File: src/rtl/psn_spec_pkg.sv
package psn_spec_pkg;
  localparam int XLEN  = 64;
  localparam int NREG  = 16;
  localparam int RIDX  = $clog2(NREG);
  localparam int NPRED = 8;
  localparam int PIDX  = $clog2(NPRED);
  localparam int CNTW  = 3;
  localparam int IMMW  = 9;
  localparam int IW    = 32;

  typedef enum logic [3:0] {
    OP_NOP = 4'd0, OP_LD = 4'd1, OP_LDSPEC = 4'd2, OP_ADD = 4'd3,
    OP_SHLADD = 4'd4, OP_CMPGT = 4'd5, OP_ORI = 4'd6, OP_CHKP = 4'd7
  } op_e;

  typedef enum logic [1:0] {
    FLT_NONE = 2'd0, FLT_MEM = 2'd1, FLT_POISON = 2'd2
  } flt_e;

  typedef struct packed {
    logic [IMMW-1:0] imm;
    logic            rsv;
    logic [CNTW-1:0] aux;
    logic [RIDX-1:0] rs2;
    logic [RIDX-1:0] rs1;
    logic [RIDX-1:0] rd;
    logic [PIDX-1:0] qp;
    op_e             op;
  } instr_t;

  function automatic logic [XLEN-1:0] shl_add(input logic [XLEN-1:0] a,
                                               input logic [XLEN-1:0] b,
                                               input logic [CNTW-1:0] cnt);
    return (a << cnt) + b;
  endfunction

  function automatic logic poison_join(input logic pa, input logic pb);
    return pa | pb;
  endfunction

  function automatic logic gt_u(input logic [XLEN-1:0] a, input logic [XLEN-1:0] b);
    return a > b;
  endfunction
endpackage

File: src/rtl/psn_regfile.sv
module psn_regfile #(
  parameter int W = 64,
  parameter int N = 16,
  localparam int IX = $clog2(N)
) (
  input  logic          clk,
  input  logic          rst_n,
  input  logic [IX-1:0] ra_idx,
  output logic [W-1:0]  ra_data,
  output logic          ra_psn,
  input  logic [IX-1:0] rb_idx,
  output logic [W-1:0]  rb_data,
  output logic          rb_psn,
  input  logic          we,
  input  logic [IX-1:0] wa,
  input  logic [W-1:0]  wd,
  input  logic          wpsn
);
  logic [W-1:0] data_q [N];
  logic         psn_q  [N];

  assign data_q[0] = '0;
  assign psn_q[0]  = 1'b0;

  for (genvar g = 1; g < N; g++) begin : g_reg
    always_ff @(posedge clk) begin
      if (!rst_n) begin
        data_q[g] <= '0;
        psn_q[g]  <= 1'b0;
      end else if (we && wa == IX'(g)) begin
        data_q[g] <= wd;
        psn_q[g]  <= wpsn;
      end
    end
  end

  assign ra_data = data_q[ra_idx];
  assign ra_psn  = psn_q[ra_idx];
  assign rb_data = data_q[rb_idx];
  assign rb_psn  = psn_q[rb_idx];

  AST_WRITE_LANDS: assert property (@(posedge clk) disable iff (!rst_n)
    we && wa != '0 |=> data_q[$past(wa)] == $past(wd) && psn_q[$past(wa)] == $past(wpsn));
endmodule

File: src/rtl/psn_predfile.sv
module psn_predfile #(
  parameter int N = 8,
  localparam int IX = $clog2(N)
) (
  input  logic          clk,
  input  logic          rst_n,
  input  logic [IX-1:0] rd_idx,
  output logic          rd_val,
  input  logic          we,
  input  logic [IX-1:0] pt_idx,
  input  logic          pt_val,
  input  logic [IX-1:0] pf_idx,
  input  logic          pf_val
);
  logic pq [N];

  assign pq[0] = 1'b1;

  for (genvar g = 1; g < N; g++) begin : g_pred
    always_ff @(posedge clk) begin
      if (!rst_n)                        pq[g] <= 1'b0;
      else if (we && pt_idx == IX'(g))   pq[g] <= pt_val;
      else if (we && pf_idx == IX'(g))   pq[g] <= pf_val;
    end
  end

  assign rd_val = pq[rd_idx];

  AST_PRED_PAIR: assert property (@(posedge clk) disable iff (!rst_n)
    we && pt_idx != pf_idx && pt_idx != '0 && pf_idx != '0 && (pt_val || pf_val)
    |=> pq[$past(pt_idx)] != pq[$past(pf_idx)]);
endmodule

File: src/rtl/psn_spec_core.sv
module psn_spec_core
  import psn_spec_pkg::*;
#(
  parameter int ADDR_W = 16
) (
  input  logic              clk,
  input  logic              rst_n,
  input  logic              instr_valid,
  input  logic [IW-1:0]     instr,
  output logic              mem_req,
  output logic [ADDR_W-1:0] mem_addr,
  input  logic [XLEN-1:0]   mem_rdata,
  input  logic              mem_fault,
  output logic              fault_valid,
  output logic [1:0]        fault_code,
  output logic              redirect_valid,
  output logic [IMMW-1:0]   redirect_target
);
  instr_t ins;
  assign ins = instr_t'(instr);

  logic            qp_true, go;
  logic [XLEN-1:0] rs1_data, rs2_data, wr_data;
  logic            rs1_psn, rs2_psn, wr_en, wr_psn;
  logic            pred_we, pt_val, pf_val;
  logic            nxt_fault, nxt_redir;
  flt_e            nxt_code;

  // named events for the assertions
  logic exec_ld, exec_lds, exec_chk;

  psn_regfile #(.W(XLEN), .N(NREG)) u_rf (
    .clk(clk), .rst_n(rst_n),
    .ra_idx(ins.rs1), .ra_data(rs1_data), .ra_psn(rs1_psn),
    .rb_idx(ins.rs2), .rb_data(rs2_data), .rb_psn(rs2_psn),
    .we(wr_en), .wa(ins.rd), .wd(wr_data), .wpsn(wr_psn)
  );

  psn_predfile #(.N(NPRED)) u_pf (
    .clk(clk), .rst_n(rst_n),
    .rd_idx(ins.qp), .rd_val(qp_true),
    .we(pred_we), .pt_idx(ins.rd[PIDX-1:0]), .pt_val(pt_val),
    .pf_idx(ins.aux), .pf_val(pf_val)
  );

  assign go       = instr_valid && qp_true;
  assign exec_ld  = go && ins.op == OP_LD;
  assign exec_lds = go && ins.op == OP_LDSPEC;
  assign exec_chk = go && ins.op == OP_CHKP;

  assign mem_addr = rs1_data[ADDR_W-1:0];
  assign mem_req  = (exec_ld || exec_lds) && !rs1_psn;

  always_comb begin
    wr_en     = 1'b0;
    wr_data   = '0;
    wr_psn    = 1'b0;
    pred_we   = 1'b0;
    pt_val    = 1'b0;
    pf_val    = 1'b0;
    nxt_fault = 1'b0;
    nxt_code  = FLT_NONE;
    nxt_redir = 1'b0;
    if (go) begin
      case (ins.op)
        OP_LD: begin
          if (rs1_psn) begin
            nxt_fault = 1'b1;
            nxt_code  = FLT_POISON;
          end else if (mem_fault) begin
            nxt_fault = 1'b1;
            nxt_code  = FLT_MEM;
          end else begin
            wr_en   = 1'b1;
            wr_data = mem_rdata;
          end
        end
        OP_LDSPEC: begin
          wr_en = 1'b1;
          if (rs1_psn || mem_fault) wr_psn  = 1'b1;
          else                      wr_data = mem_rdata;
        end
        OP_ADD: begin
          wr_en   = 1'b1;
          wr_data = rs1_data + rs2_data;
          wr_psn  = poison_join(rs1_psn, rs2_psn);
        end
        OP_SHLADD: begin
          wr_en   = 1'b1;
          wr_data = shl_add(rs1_data, rs2_data, ins.aux);
          wr_psn  = poison_join(rs1_psn, rs2_psn);
        end
        OP_ORI: begin
          wr_en   = 1'b1;
          wr_data = rs1_data | XLEN'(ins.imm);
          wr_psn  = rs1_psn;
        end
        OP_CMPGT: begin
          pred_we = 1'b1;
          if (!poison_join(rs1_psn, rs2_psn)) begin
            pt_val = gt_u(rs1_data, rs2_data);
            pf_val = !pt_val;
          end
        end
        OP_CHKP: nxt_redir = rs1_psn;
        default: ;
      endcase
    end
  end

  always_ff @(posedge clk) begin
    if (!rst_n) begin
      fault_valid     <= 1'b0;
      fault_code      <= FLT_NONE;
      redirect_valid  <= 1'b0;
      redirect_target <= '0;
    end else begin
      fault_valid     <= nxt_fault;
      fault_code      <= nxt_code;
      redirect_valid  <= nxt_redir;
      redirect_target <= nxt_redir ? ins.imm : '0;
    end
  end

  AST_SPEC_QUIET: assert property (@(posedge clk) disable iff (!rst_n)
    exec_lds |=> !fault_valid);
  AST_CHK_TAKEN: assert property (@(posedge clk) disable iff (!rst_n)
    exec_chk && rs1_psn |=> redirect_valid && redirect_target == $past(instr[IW-1:IW-IMMW]));
  AST_CHK_CLEAN: assert property (@(posedge clk) disable iff (!rst_n)
    exec_chk && !rs1_psn |=> !redirect_valid);
  AST_LD_MEMFAULT: assert property (@(posedge clk) disable iff (!rst_n)
    exec_ld && !rs1_psn && mem_fault |=> fault_valid && fault_code == FLT_MEM);
  AST_LD_POISON: assert property (@(posedge clk) disable iff (!rst_n)
    exec_ld && rs1_psn |=> fault_valid && fault_code == FLT_POISON);
  AST_QP_OFF: assert property (@(posedge clk) disable iff (!rst_n)
    !go |=> !fault_valid && !redirect_valid);
  AST_ONE_EVENT: assert property (@(posedge clk) disable iff (!rst_n)
    !(fault_valid && redirect_valid));
endmodule

File: config.mk
export PLATFORM = sky130hd
export DESIGN_NAME = psn_spec_core
export DESIGN_NICKNAME = d
export VERILOG_FILES = /design/src/rtl/psn_spec_pkg.sv /design/src/rtl/psn_regfile.sv /design/src/rtl/psn_predfile.sv /design/src/rtl/psn_spec_core.sv
export SDC_FILE = /design/constraint.sdc
export NUM_CORES = 2
export LEC_CHECK = 0
export BUFFER_PORTS_ARGS = -buffer_cell sky130_fd_sc_hd__buf_2
export CAP_MARGIN = 20
export CORE_MARGIN = 2
export CORE_UTILIZATION = 32
export CTS_CLUSTER_SIZE = 8
export DETAILED_ROUTE_END_ITERATION = 10
export GPL_TIMING_DRIVEN = 0
export PLACE_DENSITY = 0.47
export RECOVER_POWER = 25
export SYNTH_ARGS = -nofsm -noshare
export SYNTH_HDL_FRONTEND = slang
export SYNTH_HIERARCHICAL = 1
export SYNTH_SLANG_ARGS = --single-unit
export TNS_END_PERCENT = 5
File: constraint.sdc
create_clock -name clk -period 13.02 [get_ports clk]
set_input_delay 1.953 -clock clk [delete_from_list [all_inputs] [get_ports clk]]
set_output_delay 1.953 -clock clk [all_outputs]
set_load 0.05 [all_outputs]
==> results.sh <==
export IMPL_syn_inst=7318
export IMPL_worst_path_max_fanout=10
export IMPL_setup_viol=0
export IMPL_synth_xor_area_share_pct=0.683
export IMPL_synth_edf_count=0
export IMPL_gr_total_overflow=0
export IMPL_syn_to_final_growth_pct=14.6
export IMPL_synth_simple_gate_area_share_pct=10.8
export IMPL_dieArea_um2=208000
export IMPL_rsz0062_at_grt="false"
export IMPL_holdPathEnd="u_rf/data_q[941]"
export IMPL_synthArstFlopShare_pct=0
export IMPL_vias=70723
export IMPL_htree_levels=4
export IMPL_synthesis_nets=7547
export IMPL_cts_resized=0
export IMPL_postCtsSetupBuffers=0
export IMPL_gp_congestion=1.02
export IMPL_tightest_slew_ps=2320
export IMPL_grt_pass1_wl_mm=561
export IMPL_drc=0
export IMPL_r2r_slack_ps=4680
export IMPL_synth_flop_cell="dfxtp_1"
export IMPL_power_density_nw_per_um2=109
export IMPL_port_buffers=120
export IMPL_ctsLongestPathBuffers=3
export IMPL_cap_violations=7
export IMPL_drt_pass1_iter_count=8
export IMPL_seq_area_frac_synth_pct=30.5
export IMPL_final_antenna_net_count=0
export IMPL_cts_inserted_buffers=145
export IMPL_initial_core_util_pct=32.3
export IMPL_comb_power_share_pct=18.1
export IMPL_cts_sinks=995
export IMPL_period_needed_ps=12490
export IMPL_routed_wirelength_mm=422
export IMPL_synth_top_area_share_pct=30.5
export IMPL_avgViaCountPerCell=6.76
export IMPL_min_path_type="reg2reg"
export IMPL_fmax_mhz=80.1
export IMPL_r2r_end="u_rf/data_q[429]"
export IMPL_die_height_um=456
export IMPL_seq_power_share_pct=37.3
export IMPL_critPathKind="in2reg"
export IMPL_cts_hold_buf=0
export IMPL_postPlaceCellArea_um2=70900
export IMPL_critPathLaunchType="input port"
export IMPL_end_kind="register"
export IMPL_dpl_hpwl_mm=317
export IMPL_worstPathRequired_ps=13750
export IMPL_p_switching_w=0.00263
export IMPL_wire_per_inst_um=40.3
export IMPL_synth_compound_area_share_pct=28.1
export IMPL_syn_avg_cell_area_um2=8.93
export IMPL_vdd_drop_max_v=0.000140
export IMPL_drtIter0Drc=10779
export IMPL_arrival_ps=13220
export IMPL_netlist_area_um2=65400
export IMPL_synth_seq_cells=995
export IMPL_ctsRootBufferMaster="clkbuf_16"
export IMPL_design_core_area_um2=203000
export IMPL_die_x_um=456
export IMPL_hold_viol_final=0
export IMPL_pwr_share_clk_pct=44.6
export IMPL_yosys_warnings=6
export IMPL_skew_ps=50.4
export IMPL_hold_depth=2
export IMPL_synth_top_cell_by_area="dfxtp_1"
export IMPL_p_sw_share_pct=32.2
export IMPL_internal_power_w=0.00554
export IMPL_first_global_vias=66973
export IMPL_clk_latency_ps=850
export IMPL_clkTransAtPathRegs_ps=50
export IMPL_row_count=165
export IMPL_p_leak_nw=25.5
export IMPL_antenna_found_initial=61
export IMPL_hold_start="u_rf/data_q[941]"
export IMPL_nNetsFinal=7944
export IMPL_design_area_um2=74900
export IMPL_maxSlewViolCount=88
export IMPL_synthTopCellsByArea="dfxtp_1, mux4_2, a21boi_0, o21ai_0, nand3_1"
export IMPL_grt_max_degree=17
export IMPL_drive_gt1_share_pct=19.5
export IMPL_slew_headroom_pct=-54.6
export IMPL_muxShareOfSynthArea_pct=20.8
export IMPL_fin_setup_tns_ps=0
export IMPL_synth_distinct_cells=81
export IMPL_r2r_start="u_rf/data_q[898]"
export IMPL_grt_usage_pct=38.8
export IMPL_cts_tree="built"
export IMPL_min_period_over_period_pct=95.9
export IMPL_violations="max-capacitance violations, max-slew violations"
export IMPL_status="finished, violations left"
export IMPL_synth_adder_area_share_pct=2.48
export IMPL_synth_top_family_by_area="compound AO/OA/AOI/OAI gates"
export IMPL_r2r_cells=21
export IMPL_io_pins=130
-- how the worst max path moves through the flow --
stage	startpoint	endpoint	slack (ps)	cells past startpoint
after detailed placement	instr[14]	u_rf/data_q[429]	1300	24
final	instr[12]	u_rf/data_q[429]	530	24
after global routing	instr[12]	u_rf/data_q[429]	880	25
after CTS	instr[14]	u_rf/data_q[429]	2150	24
after global placement	instr[11]	u_rf/data_q[639]	500	22
after floorplan	instr[14]	u_rf/data_q[309]	4700	23
-- routing by layer --
metal	GRT usage [%]	routed length [um]	vias to the layer above	share of wire [%]
li1	-	-	28582	-
met1	47.0	157000	35374	37
met2	56.7	176000	5454	42
met3	14.7	56200	1279	13
met4	26.8	31600	34	7.5
met5	0.344	391	-	0.093
-- logic make-up after synthesis --
family	Yosys count
AO/OA/AOI/OAI	2834
XOR/XNOR	51
adder cells (fa/ha/maj)	129
buffers and inverters	989
flip-flops	995
multiplexers	913
AND/OR/NAND/NOR	1407
-- layout by cell type, fill, tap and decap left out, types with 153 or more instances in the layout --
master	n
o21ai_0	1050
nand3_1	1003
dfxtp_1	995
a21boi_0	847
clkbuf_1	600
mux2_2	390
buf_2	367
mux4_2	315
mux2i_1	208
o22ai_1	153
-- flip-flops by register name, summed over array words and instances, names as in the netlist --
signal / count
fault_valid: 1
redirect_target: 9
u_rf/psn_q: 15
redirect_valid: 1
u_rf/data_q: 960
u_pf/pq: 7
fault_code: 2
-- power groups by stage --
stage / Combinational (W) / Sequential, W / Clock [W]
floorplan: 0.000727 / 0.00311 / 0
global placement: 0.00135 / 0.00311 / 0
finish: 0.00148 / 0.00305 / 0.00364
detailed placement: 0.00140 / 0.00311 / 0
CTS: 0.00140 / 0.00305 / 0.00364
global route: 0.00149 / 0.00305 / 0.00375
-- synth_stat cells, drive strengths merged, types with 4 or more instances --
library cell  number
and2              20
o21bai            15
mux2             390
nand2            144
a21oi            106
mux4             315
a211oi           146
a211o              5
nand4             37
a2111o             4
nor2b             15
o21ai           1098
a21boi           978
o211ai            10
nor3              19
a21o              64
o22ai            156
o21a              12
nand2b            10
or3b               6
and4               4
nand4b             7
a31oi             13
nor2              86
clkbuf           549
mux2i            208
a221oi           137
a22oi             39
xnor2             26
a22o               4
xor2              25
ha               128
buf              358
and3              10
a222oi            19
nand3           1004
a31o               5
or3               11
dfxtp            995
inv               82
or2               11
nand3b             8
-- cell type report --
type / count / area, um^2
Timing Repair Buffer: 250 / 1810
Antenna cell: 51 / 128
Multi-Input combinational cell: 5334 / 41400
Buffer: 907 / 4000
Tap cell: 2672 / 3340
Inverter: 82 / 308
Sequential cell: 995 / 19900
Fill cell: 20821 / 128000
Clock buffer: 161 / 3800
Clock inverter: 15 / 211
-- worst max-delay path: stages --
cell       delay (ps)
clkbuf_1          370
buf_4             410
clkbuf_1          880
nand3b_1         1050
clkbuf_1         1010
o22ai_1           190
a211oi_2          800
mux4_2            470
nor2b_1           140
a31oi_1           110
o21ai_0           290
ha_1              320
and3_1            200
a221oi_1          530
o21ai_1           230
o2111ai_1         790
a21oi_1           350
o211ai_1          470
and2_1            300
xor2_1            120
o22ai_1           910
clkbuf_1          590
nand3_1           340
a21boi_0          260
-- stage by stage --
step / worst slack (ps) / cells / power, W / util [%] / hold WS, ps
after global routing: 875 / 10418 / 0.00829 / 36.9 / 501
after global placement: 504 / 10110 / 0.00446 / 34.2 / 458
after CTS: 2150 / 10408 / 0.00809 / 37.0 / 476
after floorplan: 4700 / 7318 / 0.00384 / - / 450
final: 528 / 10467 / 0.00817 / 37.0 / 477
after detailed placement: 1300 / 10232 / 0.00451 / 35.0 / 468
No activity file was read; power rests on OpenSTA's default activity.
